## config.mk

```make
export PLATFORM = sky130hd
export DESIGN_NAME = pig_gate
export DESIGN_NICKNAME = d
export VERILOG_FILES = /design/src/rtl/pig_pkg.sv /design/src/rtl/pig_decode.sv /design/src/rtl/pig_ctrl_reg.sv /design/src/rtl/pig_ack_delay.sv /design/src/rtl/pig_gate.sv
export SDC_FILE = /design/constraint.sdc
export NUM_CORES = 1
export LEC_CHECK = 0
export BUFFER_PORTS_ARGS = -buffer_cell sky130_fd_sc_hd__buf_4
export CAP_MARGIN = 40
export CORE_MARGIN = 1.5
export CORE_UTILIZATION = 39
export DETAILED_ROUTE_END_ITERATION = 7
export GPL_ROUTABILITY_DRIVEN = 0
export PLACE_DENSITY = 0.79
export SLEW_MARGIN = 40
export SYNTH_ARGS = -nofsm -noshare
export SYNTH_HDL_FRONTEND = slang
export SYNTH_HIERARCHICAL = 1
export SYNTH_SLANG_ARGS = --single-unit
```

## constraint.sdc

```tcl
create_clock -name clk -period 1.8 [get_ports clk]
set_input_delay 0.09 -clock clk [delete_from_list [all_inputs] [get_ports clk]]
set_output_delay 0.09 -clock clk [all_outputs]
set_load 0.05 [all_outputs]
```

## src/rtl/pig_pkg.sv

```systemverilog
package pig_pkg;

    localparam int UNLOCK_BIT = 31;
    localparam int DIS_BIT    = 3;
    localparam int STAT_BIT   = 4;
    localparam int STAT_BASE  = 'h80;
    localparam int WORD_BYTES = 4;

    typedef struct packed {
        logic unlock;
        logic dis;
    } ctrl_t;

    function automatic ctrl_t ctrl_reset(input logic dis_at_reset);
        ctrl_t c;
        c.unlock = 1'b0;
        c.dis    = dis_at_reset;
        return c;
    endfunction

    function automatic logic write_allowed(input ctrl_t cur, input logic wr_unlock);
        return cur.unlock | wr_unlock;
    endfunction

    function automatic logic [31:0] ctrl_word(input ctrl_t c);
        logic [31:0] w;
        w             = '0;
        w[UNLOCK_BIT] = c.unlock;
        w[DIS_BIT]    = c.dis;
        return w;
    endfunction

    function automatic logic [31:0] stat_word(input logic isolated);
        logic [31:0] w;
        w           = '0;
        w[STAT_BIT] = isolated;
        return w;
    endfunction

endpackage

```

## src/rtl/pig_decode.sv

```systemverilog
module pig_decode
    import pig_pkg::*;
#(
    parameter int unsigned NUM_PARTS = 4,
    parameter int unsigned ADDR_W    = 8
) (
    input  logic [ADDR_W-1:0]    addr,
    output logic [NUM_PARTS-1:0] ctrl_hit,
    output logic [NUM_PARTS-1:0] stat_hit
);

    for (genvar p = 0; p < NUM_PARTS; p++) begin : g_hit
        localparam logic [ADDR_W-1:0] CTRL_ADDR = ADDR_W'(p * WORD_BYTES);
        localparam logic [ADDR_W-1:0] STAT_ADDR = ADDR_W'(STAT_BASE + p * WORD_BYTES);
        assign ctrl_hit[p] = (addr == CTRL_ADDR);
        assign stat_hit[p] = (addr == STAT_ADDR);
    end

endmodule

```

## src/rtl/pig_ctrl_reg.sv

```systemverilog
module pig_ctrl_reg
    import pig_pkg::*;
#(
    parameter logic RST_DIS = 1'b1
) (
    input  logic  clk,
    input  logic  rst,
    input  logic  wr_en,
    input  logic  wr_unlock,
    input  logic  wr_dis,
    output ctrl_t ctrl_o
);

    ctrl_t ctrl_q;

    always_ff @(posedge clk) begin
        if (rst) begin
            ctrl_q <= ctrl_reset(RST_DIS);
        end else if (wr_en && write_allowed(ctrl_q, wr_unlock)) begin
            ctrl_q.unlock <= wr_unlock;
            ctrl_q.dis    <= wr_dis;
        end
    end

    assign ctrl_o = ctrl_q;

    // locked word, write without unlock bit -> nothing moves
    a_r3_locked_write_ignored: assert property (@(posedge clk) disable iff (rst)
        (wr_en && !ctrl_o.unlock && !wr_unlock) |=> $stable(ctrl_o));

    // accepted write loads both fields
    a_r4_write_accepted: assert property (@(posedge clk) disable iff (rst)
        (wr_en && (ctrl_o.unlock || wr_unlock)) |=>
        (ctrl_o.unlock == $past(wr_unlock) && ctrl_o.dis == $past(wr_dis)));

    // value right after reset
    a_r7_reset_value: assert property (@(posedge clk) disable iff (rst)
        $past(rst) |-> (!ctrl_o.unlock && ctrl_o.dis == RST_DIS));

endmodule

```

## src/rtl/pig_ack_delay.sv

```systemverilog
module pig_ack_delay #(
    parameter int unsigned LAT     = 3,
    parameter logic        RST_VAL = 1'b1
) (
    input  logic clk,
    input  logic rst,
    input  logic req_i,
    output logic stat_o
);

    if (LAT <= 1) begin : g_single
        logic q;
        always_ff @(posedge clk) begin
            if (rst) q <= RST_VAL;
            else     q <= req_i;
        end
        assign stat_o = q;
    end else begin : g_line
        logic [LAT-1:0] pipe;
        always_ff @(posedge clk) begin
            if (rst) pipe <= {LAT{RST_VAL}};
            else     pipe <= {pipe[LAT-2:0], req_i};
        end
        assign stat_o = pipe[LAT-1];
    end

    // Checker: cycles since the request last changed, saturating at LAT
    localparam int CW = $clog2(LAT + 1);
    localparam logic [CW-1:0] LAT_C = CW'(LAT);
    logic [CW-1:0] since_chg;
    logic          last_req;

    always_ff @(posedge clk) begin
        if (rst) begin
            since_chg <= LAT_C;
            last_req  <= RST_VAL;
        end else begin
            last_req <= req_i;
            if (req_i != last_req)   since_chg <= CW'(1);
            else if (since_chg < LAT_C) since_chg <= since_chg + CW'(1);
        end
    end

    // once a request has been steady for LAT edges, status has caught up
    a_r6_status_settled: assert property (@(posedge clk) disable iff (rst)
        (since_chg == LAT_C && req_i == last_req) |-> (stat_o == req_i));

endmodule

```

## src/rtl/pig_gate.sv

```systemverilog
module pig_gate
    import pig_pkg::*;
#(
    parameter int unsigned NUM_PARTS = 4,
    parameter int unsigned ACK_LAT   = 3,
    parameter int unsigned ADDR_W    = 8
) (
    input  logic                 clk,
    input  logic                 rst,
    input  logic                 bus_sel,
    input  logic                 bus_we,
    input  logic [ADDR_W-1:0]    bus_addr,
    input  logic [31:0]          bus_wdata,
    output logic [31:0]          bus_rdata,
    output logic [NUM_PARTS-1:0] iso_o
);

    logic [NUM_PARTS-1:0] ctrl_hit;
    logic [NUM_PARTS-1:0] stat_hit;
    ctrl_t                ctrl_q [NUM_PARTS];
    logic [NUM_PARTS-1:0] stat_q;
    logic                 wr_cycle;
    logic                 rd_cycle;
    logic                 unused_wdata_bits;

    assign wr_cycle = bus_sel && bus_we;
    assign rd_cycle = bus_sel && !bus_we;
    assign unused_wdata_bits = ^{bus_wdata[30:4], bus_wdata[2:0]};

    pig_decode #(
        .NUM_PARTS (NUM_PARTS),
        .ADDR_W    (ADDR_W)
    ) u_decode (
        .addr     (bus_addr),
        .ctrl_hit (ctrl_hit),
        .stat_hit (stat_hit)
    );

    for (genvar p = 0; p < NUM_PARTS; p++) begin : g_part
        localparam logic RST_DIS = (p != 0) ? 1'b1 : 1'b0;

        pig_ctrl_reg #(
            .RST_DIS (RST_DIS)
        ) u_ctrl (
            .clk       (clk),
            .rst       (rst),
            .wr_en     (wr_cycle && ctrl_hit[p]),
            .wr_unlock (bus_wdata[UNLOCK_BIT]),
            .wr_dis    (bus_wdata[DIS_BIT]),
            .ctrl_o    (ctrl_q[p])
        );

        pig_ack_delay #(
            .LAT     (ACK_LAT),
            .RST_VAL (RST_DIS)
        ) u_ack (
            .clk    (clk),
            .rst    (rst),
            .req_i  (ctrl_q[p].dis),
            .stat_o (stat_q[p])
        );

        assign iso_o[p] = stat_q[p];

        // status read and isolation output agree
        a_r8_status_matches_iso: assert property (@(posedge clk) disable iff (rst)
            (rd_cycle && stat_hit[p]) |-> (bus_rdata[STAT_BIT] == iso_o[p]));

        // writes aimed elsewhere leave this partition alone
        a_r9_partition_independent: assert property (@(posedge clk) disable iff (rst)
            !(wr_cycle && ctrl_hit[p]) |=> $stable(ctrl_q[p]));
    end

    always_comb begin
        bus_rdata = '0;
        if (rd_cycle) begin
            for (int p = 0; p < NUM_PARTS; p++) begin
                if (ctrl_hit[p]) bus_rdata = bus_rdata | ctrl_word(ctrl_q[p]);
                if (stat_hit[p]) bus_rdata = bus_rdata | stat_word(stat_q[p]);
            end
        end
    end

endmodule

```

==> flow_summary.toml, run 1 <==
[run_status]
status = "completed"

[die]
rows = 18
start_util = 0.418
die_w_um = 54.8
io_pins = 80
die_y_um = 54.8
die_area_mm2 = 0.00300
core-area_mm2 = 0.00250

[placement]
post-dp-hpwl_um = 1350
numPortBuffers = 20

[global_route]
antenna_found_initial = 0
gr-usage-all-layers = 0.126
grt_max_degree = 25
grt-ovfl-total = 0
grt_pass1_vias = 682
grt_first_pass_wirelength_um = 2700

[pwr]
power_density_mw_per_mm2 = 814
p_leak_nw = 0.529
ir_drop_uv = 634

[timing]
clock.fmax_mhz = 572
rsz0062_at_grt = "false"
fin_tns_setup_ps = 0
fin_crit_ps = 1750
fin_crit_sh = 0.971
finalHoldViolations = 0
skew_ps = 1.45
fin_hold_ws_ps = 85.0
slew_viol_final = 0
setup_viol = 0

[detailed_routing]
drt-pass1-iter-count = 4
drtAntennaViolNets = 0
vias_per_cell = 4.64
wl_per_cell_um = 10.0
routed_wl_um = 1700
via_count = 789
route.detailed.drc = 0
drt-initial-drc-count = 8

[logic_synthesis]
syn_inst = 115
synthArstFlopShare = 0
yosysSeqAreaShare = 0.383
synth_top_cell_by_area = "dfxtp_1"
syn_area_mm2 = 0.00105
syn_area_per_cell_um2 = 9.10
synth_edf_count = 0
synth_commonest_cells = "29 x buf_4, 20 x dfxtp_1, 12 x nor2_1, 9 x or2_1, 8 x mux2i_1"
synth-seq-cells = 20
yosys_warnings = 6
ys.flop_type = "dfxtp_1"
synth.top_cell.area_share = 0.383
synth_area_leaders = "dfxtp_1 38%, buf_4 21%, mux2i_1 7.7%"
yosysMostFrequentCell = "buf_4"
synth_cell_types = 23

[critical_path]
crit_arrival_ps = 1660
critPathLaunchType = "primary input"
timing.critical_path.to_type = "primary output"
crit_required_ps = 1710
critical_path_class = "in2out"
crit_fanout = 3

[clock_tree]
clockRootBuffer = "clkbuf_4"
numCtsBuffers = 3
cts_buffer_depth = 2
clk_pin_slew_ps = 110
h-tree-depth = 1
clk_latency_ps = 290
cts_num_sinks = 20
tritoncts = "yes"

[min_path]
hp-class = "in2reg"

[cells_and_area]
filler_cell_count = 230
nets = 185
area_growth_pct = 15.7
diodes = 0
drive_gt1_frac = 0.286

[job]
drv_cap = 0
cell usage in the layout (no fill, tap or decap), drive strengths merged, types with 2 or more instances in the layout:
| cell | synthesis | layout |
|---|---|---|
| a21oi | 3 | 3 |
| a22oi | 6 | 6 |
| and3 | 4 | 4 |
| buf | 29 | 23 |
| clkbuf | 1 | 3 |
| conb | 1 | 29 |
| dfxtp | 20 | 20 |
| mux2i | 8 | 8 |
| nand2b | 3 | 3 |
| nor2 | 12 | 12 |
| nor2b | 3 | 3 |
| nor3 | 2 | 2 |
| nor4 | 4 | 4 |
| o21ai | 4 | 4 |
| or2 | 10 | 10 |
| or4b | 2 | 2 |
logic make-up (layout without fill, tap and decap cells):
| family | after synthesis | count (layout) | synth area share |
|---|---|---|---|
| AND/OR/NAND/NOR | 42 | 42 | 0.245 |
| buffers and inverters | 31 | 28 | 0.215 |
| flip-flops | 20 | 20 | 0.383 |
| AO/OA/AOI/OAI | 13 | 13 | 0.0765 |
| multiplexers | 8 | 8 | 0.0766 |
| other | 1 | 29 | 0.00359 |
where the power goes:
part / switching [mW] / total [mW] / internal (mW) / leakage (nW)
clock network: 0.129 / 0.354 / 0.225 / 0.0279
logic: 0.160 / 0.188 / 0.0277 / 0.340
registers: 0.0000738 / 0.442 / 0.442 / 0.162
sequential cells by signal, summed over array words and instances, names as in the netlist:
name,count
g_part.u_ack/g_line.pipe,12
g_part.u_ctrl/ctrl_o,8
repair_timing:
action	in CTS	in global routing
resized for setup	0	1
hold buffers	0	0
endpoints found under the setup margin	0	2
buffers inserted	0	0
through the flow:
stage / cells / total power, mW / utilization / instance area [um2] / worst slack (ps)
final: 170 / 0.984 / 0.484 / 1210 / 52.3
after global routing: 170 / 1.03 / 0.484 / 1210 / 3.96
after CTS: 170 / 0.990 / 0.481 / 1200 / 60.8
after detailed placement: 166 / 0.639 / 0.460 / 1150 / 37.9
after global placement: 166 / 0.637 / 0.460 / 1150 / 82.0
after floorplan: 143 / 0.649 / - / 1160 / 79.3
critical path: stages:
cell and delay, ps:
buf_4 110, or4b_2 690, nor2_1 260, a22oi_1 170, a21oi_2 140, buf_4 200
final cells by class:
class / count / area, um2 / area share
inverters: 1 / 3.75 / 0.00310
multi-input cells: 92 / 543 / 0.449
well taps: 30 / 37.5 / 0.0310
clock buffers: 3 / 22.5 / 0.0186
flip-flops and latches: 20 / 400 / 0.331
clock inverters: 1 / 30.0 / 0.0248
repair buffers: 23 / 173 / 0.143
layer usage:
metal,vias up,track usage,routed length (um)
met3,2,0.0246,169
met1,359,0.157,726
met4,0,0.0375,8
li1,384,-,-
met2,44,0.216,800
met5,-,0,0
worst paths after layout:
path	from	to	slack, ps	cells past startpoint
min reg2reg	g_part[3].u_ack/g_line.pipe[0]$_SDFF_PP1_	g_part[3].u_ack/g_line.pipe[1]$_SDFF_PP1_	420	1
max	bus_addr[1]	bus_rdata[31]	50	6
max reg2reg	g_part[0].u_ctrl/ctrl_o[1]$_SDFFE_PP0P_	g_part[0].u_ctrl/ctrl_o[0]$_SDFFE_PP0P_	960	2
min	bus_wdata[3]	g_part[1].u_ctrl/ctrl_o[0]$_SDFFE_PP1P_	80	3
(Power assumes the default switching activity.)
==> inputs of run 2 (changes only) <==
- CORE_UTILIZATION: 39 -> 40
- PLACE_DENSITY: 0.79 -> 0.85
- SLEW_MARGIN: 40 -> 20
- SYNTH_HIERARCHICAL: 1 -> not set
==> run 2 against run 1 <==
Combinational power up 4%. Maximum frequency up 3.6%. Register-to-register slack worse by 220 ps. Flip-flop and latch count unchanged. Clock-buffer cell count unchanged. First-iteration DRC count rose to 2.5 times the previous value. Non-clock buffer count down 1. Sequential power about the same. Largest cell class unchanged.
==> flow_summary.toml, run 2 <==
[run_status]
status = "completed"

[timing]
fin_hold_ws_ps = 71.1
setup_viol = 0
rsz0062_at_grt = "false"
maxSlewHeadroom = 0.620
fin_crit_sh = 0.937
fin_crit_ps = 1690
finalHoldViolations = 0
clock.fmax_mhz = 593
slew_viol_final = 0
fin_tns_setup_ps = 0
skew_ps = 2.53
worst_slew_pin_slew_ps = 568

[logic_synthesis]
synth_commonest_cells = "33 x buf_4, 20 x dfxtp_1, 8 x nor2b_1, 6 x nor2_1, 6 x or2_2"
synthArstFlopShare = 0
yosys_warnings = 0
synth_edf_count = 0
yosysMostFrequentCell = "buf_4"
syn_area_per_cell_um2 = 9.80
ys.flop_type = "dfxtp_1"
syn_inst = 112
synth_area_leaders = "dfxtp_1 36%, buf_4 23%, mux4_2 6.2%"
syn_area_mm2 = 0.00110
synth_cell_types = 28
synth_top_cell_by_area = "dfxtp_1"
yosysSeqAreaShare = 0.365
synth.top_cell.area_share = 0.365
synth-seq-cells = 20

[global_route]
grt-ovfl-total = 0
use_met2 = 0.182
grt_pass1_vias = 664
met3_usage = 0.0351
gr-usage-all-layers = 0.116
antenna_found_initial = 0
grt_max_degree = 20
busiest_layer = "met2"
grt_first_pass_wirelength_um = 2820
gr-usage-met1 = 0.142

[pwr]
power_density_mw_per_mm2 = 827
ir_drop_uv = 548
p_leak_nw = 0.507

[critical_path]
critPathMaxStageDelay_ps = 530
crit_family = "simple AND/OR/NAND/NOR gates"
timing.critical_path.to_type = "primary output"
crit_top_cell = "buf_4"
crit_required_ps = 1710
crit_buf_inv = 2
crit_chain = "buf_4 > or4b_4 > or4_1 > nor3b_2 > buf_4"
crit_fanout = 2
critPathLaunchType = "primary input"
cp_slowest_cell = "or4b_4"
crit_arrival_ps = 1600
critical_path_class = "in2out"

[die]
core-area_mm2 = 0.00254
io_pins = 80
rows = 18
die_w_um = 55.4
start_util = 0.431
die_area_mm2 = 0.00307
die_y_um = 55.4

[detailed_routing]
route.detailed.drc = 0
vias_per_cell = 4.80
wl_per_cell_um = 11.0
drt-pass1-iter-count = 4
via_count = 768
drt-initial-drc-count = 20
drtAntennaViolNets = 0
routed_wl_um = 1750

[clock_tree]
cts_resized = 0
clk_latency_ps = 300
tritoncts = "yes"
post-cts-setup-buffer-count = 0
numCtsBuffers = 3
cts_buffer_depth = 2
clockRootBuffer = "clkbuf_4"
clk_pin_slew_ps = 110
cts_hold_buf = 0
cts_num_sinks = 20
h-tree-depth = 1

[cells_and_area]
regArea_um2 = 400
nets = 175
final_common_cell = "conb_1"
area_growth_pct = 10.1
regMostFlops = "g_part.u_ack.g_line.pipe"
final_util = 0.475
multi_input_area_um2 = 542
filler_cell_count = 231
diodes = 0
largest_reg_flops = 12
layout_common_cells = "29 x conb_1, 22 x buf_4, 20 x dfxtp_1"
drive_gt1_frac = 0.338

[placement]
post-dp-hpwl_um = 1350
numPortBuffers = 20

[min_path]
hp-class = "in2reg"

[job]
drv_cap = 0
-- run 2: layer usage --
| metal | part of all wire | vias to the layer above |
|---|---|---|
| li1 | - | 360 |
| met1 | 0.42 | 348 |
| met2 | 0.45 | 56 |
| met3 | 0.10 | 4 |
| met4 | 0.022 | 0 |
| met5 | 0 | - |
-- run 2: layout make-up --
type,instances,area share
Sequential cell,20,0.331
Inverter,3,0.00932
Clock inverter,1,0.0248
Multi-Input combinational cell,81,0.448
Clock buffer,3,0.0186
Tap cell,30,0.0311
Timing Repair Buffer,22,0.137
-- run 2: worst reg2reg max path: cells and delay by family (launching register included) --
kind / cells / cell delay [ps]
simple gates: 1 / 300
flops: 1 / 380
mux: 1 / 220
compound gates: 1 / 90
-- run 2: path summary, 6_finish.rpt --
kind / startpoint / to / slack (ps) / cells after the start
worst max-delay path: bus_addr[6] / bus_rdata[3] / 110 / 5
worst min-delay path: rst / g_part[0].u_ack.g_line.pipe[1]$_SDFF_PP0_ / 70 / 2
worst max register to register: g_part[2].u_ctrl.ctrl_o[1]$_SDFFE_PP0P_ / g_part[2].u_ctrl.ctrl_o[0]$_SDFFE_PP1P_ / 740 / 3
worst min register to register: g_part[1].u_ack.g_line.pipe[0]$_SDFF_PP1_ / g_part[1].u_ack.g_line.pipe[1]$_SDFF_PP1_ / 420 / 1
-- run 2: metrics by stage --
step	instances	setup slack [ps]	area, um2	total power [mW]
6_report	160	114	1210	0.999
5_1_grt	160	63.3	1210	1.04
4_1_cts	160	105	1210	1.01
3_5_place_dp	156	108	1160	0.647
3_3_place_gp	156	127	1160	0.645
2_1_floorplan	140	-67.9	1210	0.660
-- run 2: power breakdown --
part	internal, mW	leakage (nW)	switching [mW]
clock	0.225	0.0279	0.136
combinational	0.0328	0.317	0.163
sequential	0.442	0.162	0.0000718
total	0.700	0.507	0.299
-- run 2: cell families (layout without fill, tap and decap cells) --
logic type / after synthesis / in the layout / synth area share
and+or+nand+nor: 35 / 35 / 0.211
muxes: 9 / 9 / 0.120
DFF: 20 / 20 / 0.365
AOI/OAI and AO/OA: 8 / 8 / 0.0547
buffers and inverters: 39 / 29 / 0.246
other: 1 / 29 / 0.00342
==> inputs of run 3 (changes only) <==
--- a/config.mk
+++ b/config.mk
@@ -9,3 +9,3 @@
 export CAP_MARGIN = 40
-export CORE_MARGIN = 1.5
+export CORE_MARGIN = 5
 export CORE_UTILIZATION = 40
--- a/constraint.sdc
+++ b/constraint.sdc
@@ -3,2 +3,2 @@
 set_output_delay 0.09 -clock clk [all_outputs]
-set_load 0.05 [all_outputs]
+set_load 0.005 [all_outputs]
==> run 3 against run 2 <==
Die area grew 27%. Worst hold slack gained 2.5 ps. Maximum frequency grew 1.2%. Highest routed layer unchanged. Critical endpoint is now bus_rdata[31]. Non-clock buffer count shrank 1. Core utilization shrank 4.2 points.
==> flow_summary.toml, run 3 (synthesis results as in run 2) <==
[die]
core-area_mm2 = 0.00269
die_area_mm2 = 0.00389
start_util = 0.408
die_y_um = 62.4
io_pins = 80
die_w_um = 62.4
rows = 19

[critical_path]
critPathLaunchType = "primary input"
crit_arrival_ps = 1580
timing.critical_path.to_type = "primary output"
crit_required_ps = 1710
reg2regPathDepth = 3
crit_fanout = 5
rrSetupSlack_ps = 760
critical_path_class = "in2out"

[timing]
fin_crit_sh = 0.926
worst_slew_pin_slew_ps = 594
skew_ps = 4.62
fin_crit_ps = 1670
slew_viol_final = 0
maxSlewHeadroom = 0.603
setup_viol = 0
rsz0062_at_grt = "false"
clock.fmax_mhz = 600
fin_tns_setup_ps = 0
finalHoldViolations = 0

[cells_and_area]
drive_gt1_frac = 0.313
final_common_cell = "conb_1"
layout_common_cells = "29 x conb_1, 21 x buf_4, 20 x dfxtp_1"
nets = 174
final_util = 0.433
regMostFlops = "g_part.u_ack.g_line.pipe"
diodes = 0
largest_reg_flops = 12
area_growth_pct = 5.93

[min_path]
hp-class = "in2reg"
worst_hold_path.num_cells = 2

[detailed_routing]
drt-pass1-iter-count = 4
via_count = 740
routed_wl_um = 1950
drtAntennaViolNets = 0
wl_per_cell_um = 12.2
vias_per_cell = 4.65
drt-initial-drc-count = 28
route.detailed.drc = 0

[clock_tree]
clk_pin_slew_ps = 100
post-cts-setup-buffer-count = 0
clk_latency_ps = 300
tritoncts = "yes"
cts_hold_buf = 0
cts_num_sinks = 20
cts_buffer_depth = 2
numCtsBuffers = 3
h-tree-depth = 1
clockRootBuffer = "clkbuf_4"
cts_resized = 0

[global_route]
antenna_found_initial = 0
grt_first_pass_wirelength_um = 3090
grt_max_degree = 20
gr-usage-all-layers = 0.0971
grt_pass1_vias = 704
grt-ovfl-total = 0

[placement]
numPortBuffers = 20
post-dp-hpwl_um = 1600

[run_status]
status = "completed"

[pwr]
p_leak_nw = 0.487
power_mw = 0.723
power_density_mw_per_mm2 = 622
ir_drop_uv = 559

[job]
drv_cap = 0
[run 3: final cells by class]
class                      count  area, um2
tap                           31       38.8
clock buffer                   3       22.5
sequential                    20        400
timing repair buffer          21        158
inverter                       3       11.3
fill                         253       1520
multi-input combinational     81        532
[run 3: metal layers]
metal / wire (um) / vias up / track usage
met4: 16 / 0 / 0.0239
met1: 763 / 348 / 0.108
met2: 942 / 35 / 0.163
met5: 0 / - / 0
li1: - / 354 / -
met3: 225 / 3 / 0.0504
[run 3: report_power, final]
part	internal (mW)	total, mW	switching [mW]	leakage [nW]
Combinational	0.0319	0.0782	0.0463	0.311
Clock	0.0780	0.202	0.124	0.0138
Sequential	0.442	0.442	0.0000669	0.162
Total	0.552	0.723	0.171	0.487
[run 3: worst max-delay path, cell delays in order]
cell,delay (ps)
buf_4,110
or4b_4,570
or4_1,440
nor3b_1,220
buf_4,150
[run 3: worst paths after layout]
path | from | endpoint
hold / removal | rst | g_part[0].u_ack.g_line.pipe[2]$_SDFF_PP0_
setup reg to reg | g_part[2].u_ctrl.ctrl_o[1]$_SDFFE_PP0P_ | g_part[2].u_ctrl.ctrl_o[0]$_SDFFE_PP1P_
hold reg to reg | g_part[3].u_ack.g_line.pipe[1]$_SDFF_PP1_ | g_part[3].u_ack.g_line.pipe[2]$_SDFF_PP1_
setup / recovery | bus_addr[6] | bus_rdata[31]
[run 3: per-stage QoR]
| stage | worst slack [ps] | instance area [um2] | std cells | hold WS [ps] |
|---|---|---|---|---|
| 4_1_cts | 118 | 1160 | 159 | 59.9 |
| 2_1_floorplan | 425 | 1200 | 140 | 162 |
| 5_1_grt | 95.8 | 1160 | 159 | 67.1 |
| 6_report | 133 | 1160 | 159 | 73.6 |
| 3_3_place_gp | 167 | 1140 | 156 | 376 |
| 3_5_place_dp | 116 | 1140 | 156 | 391 |
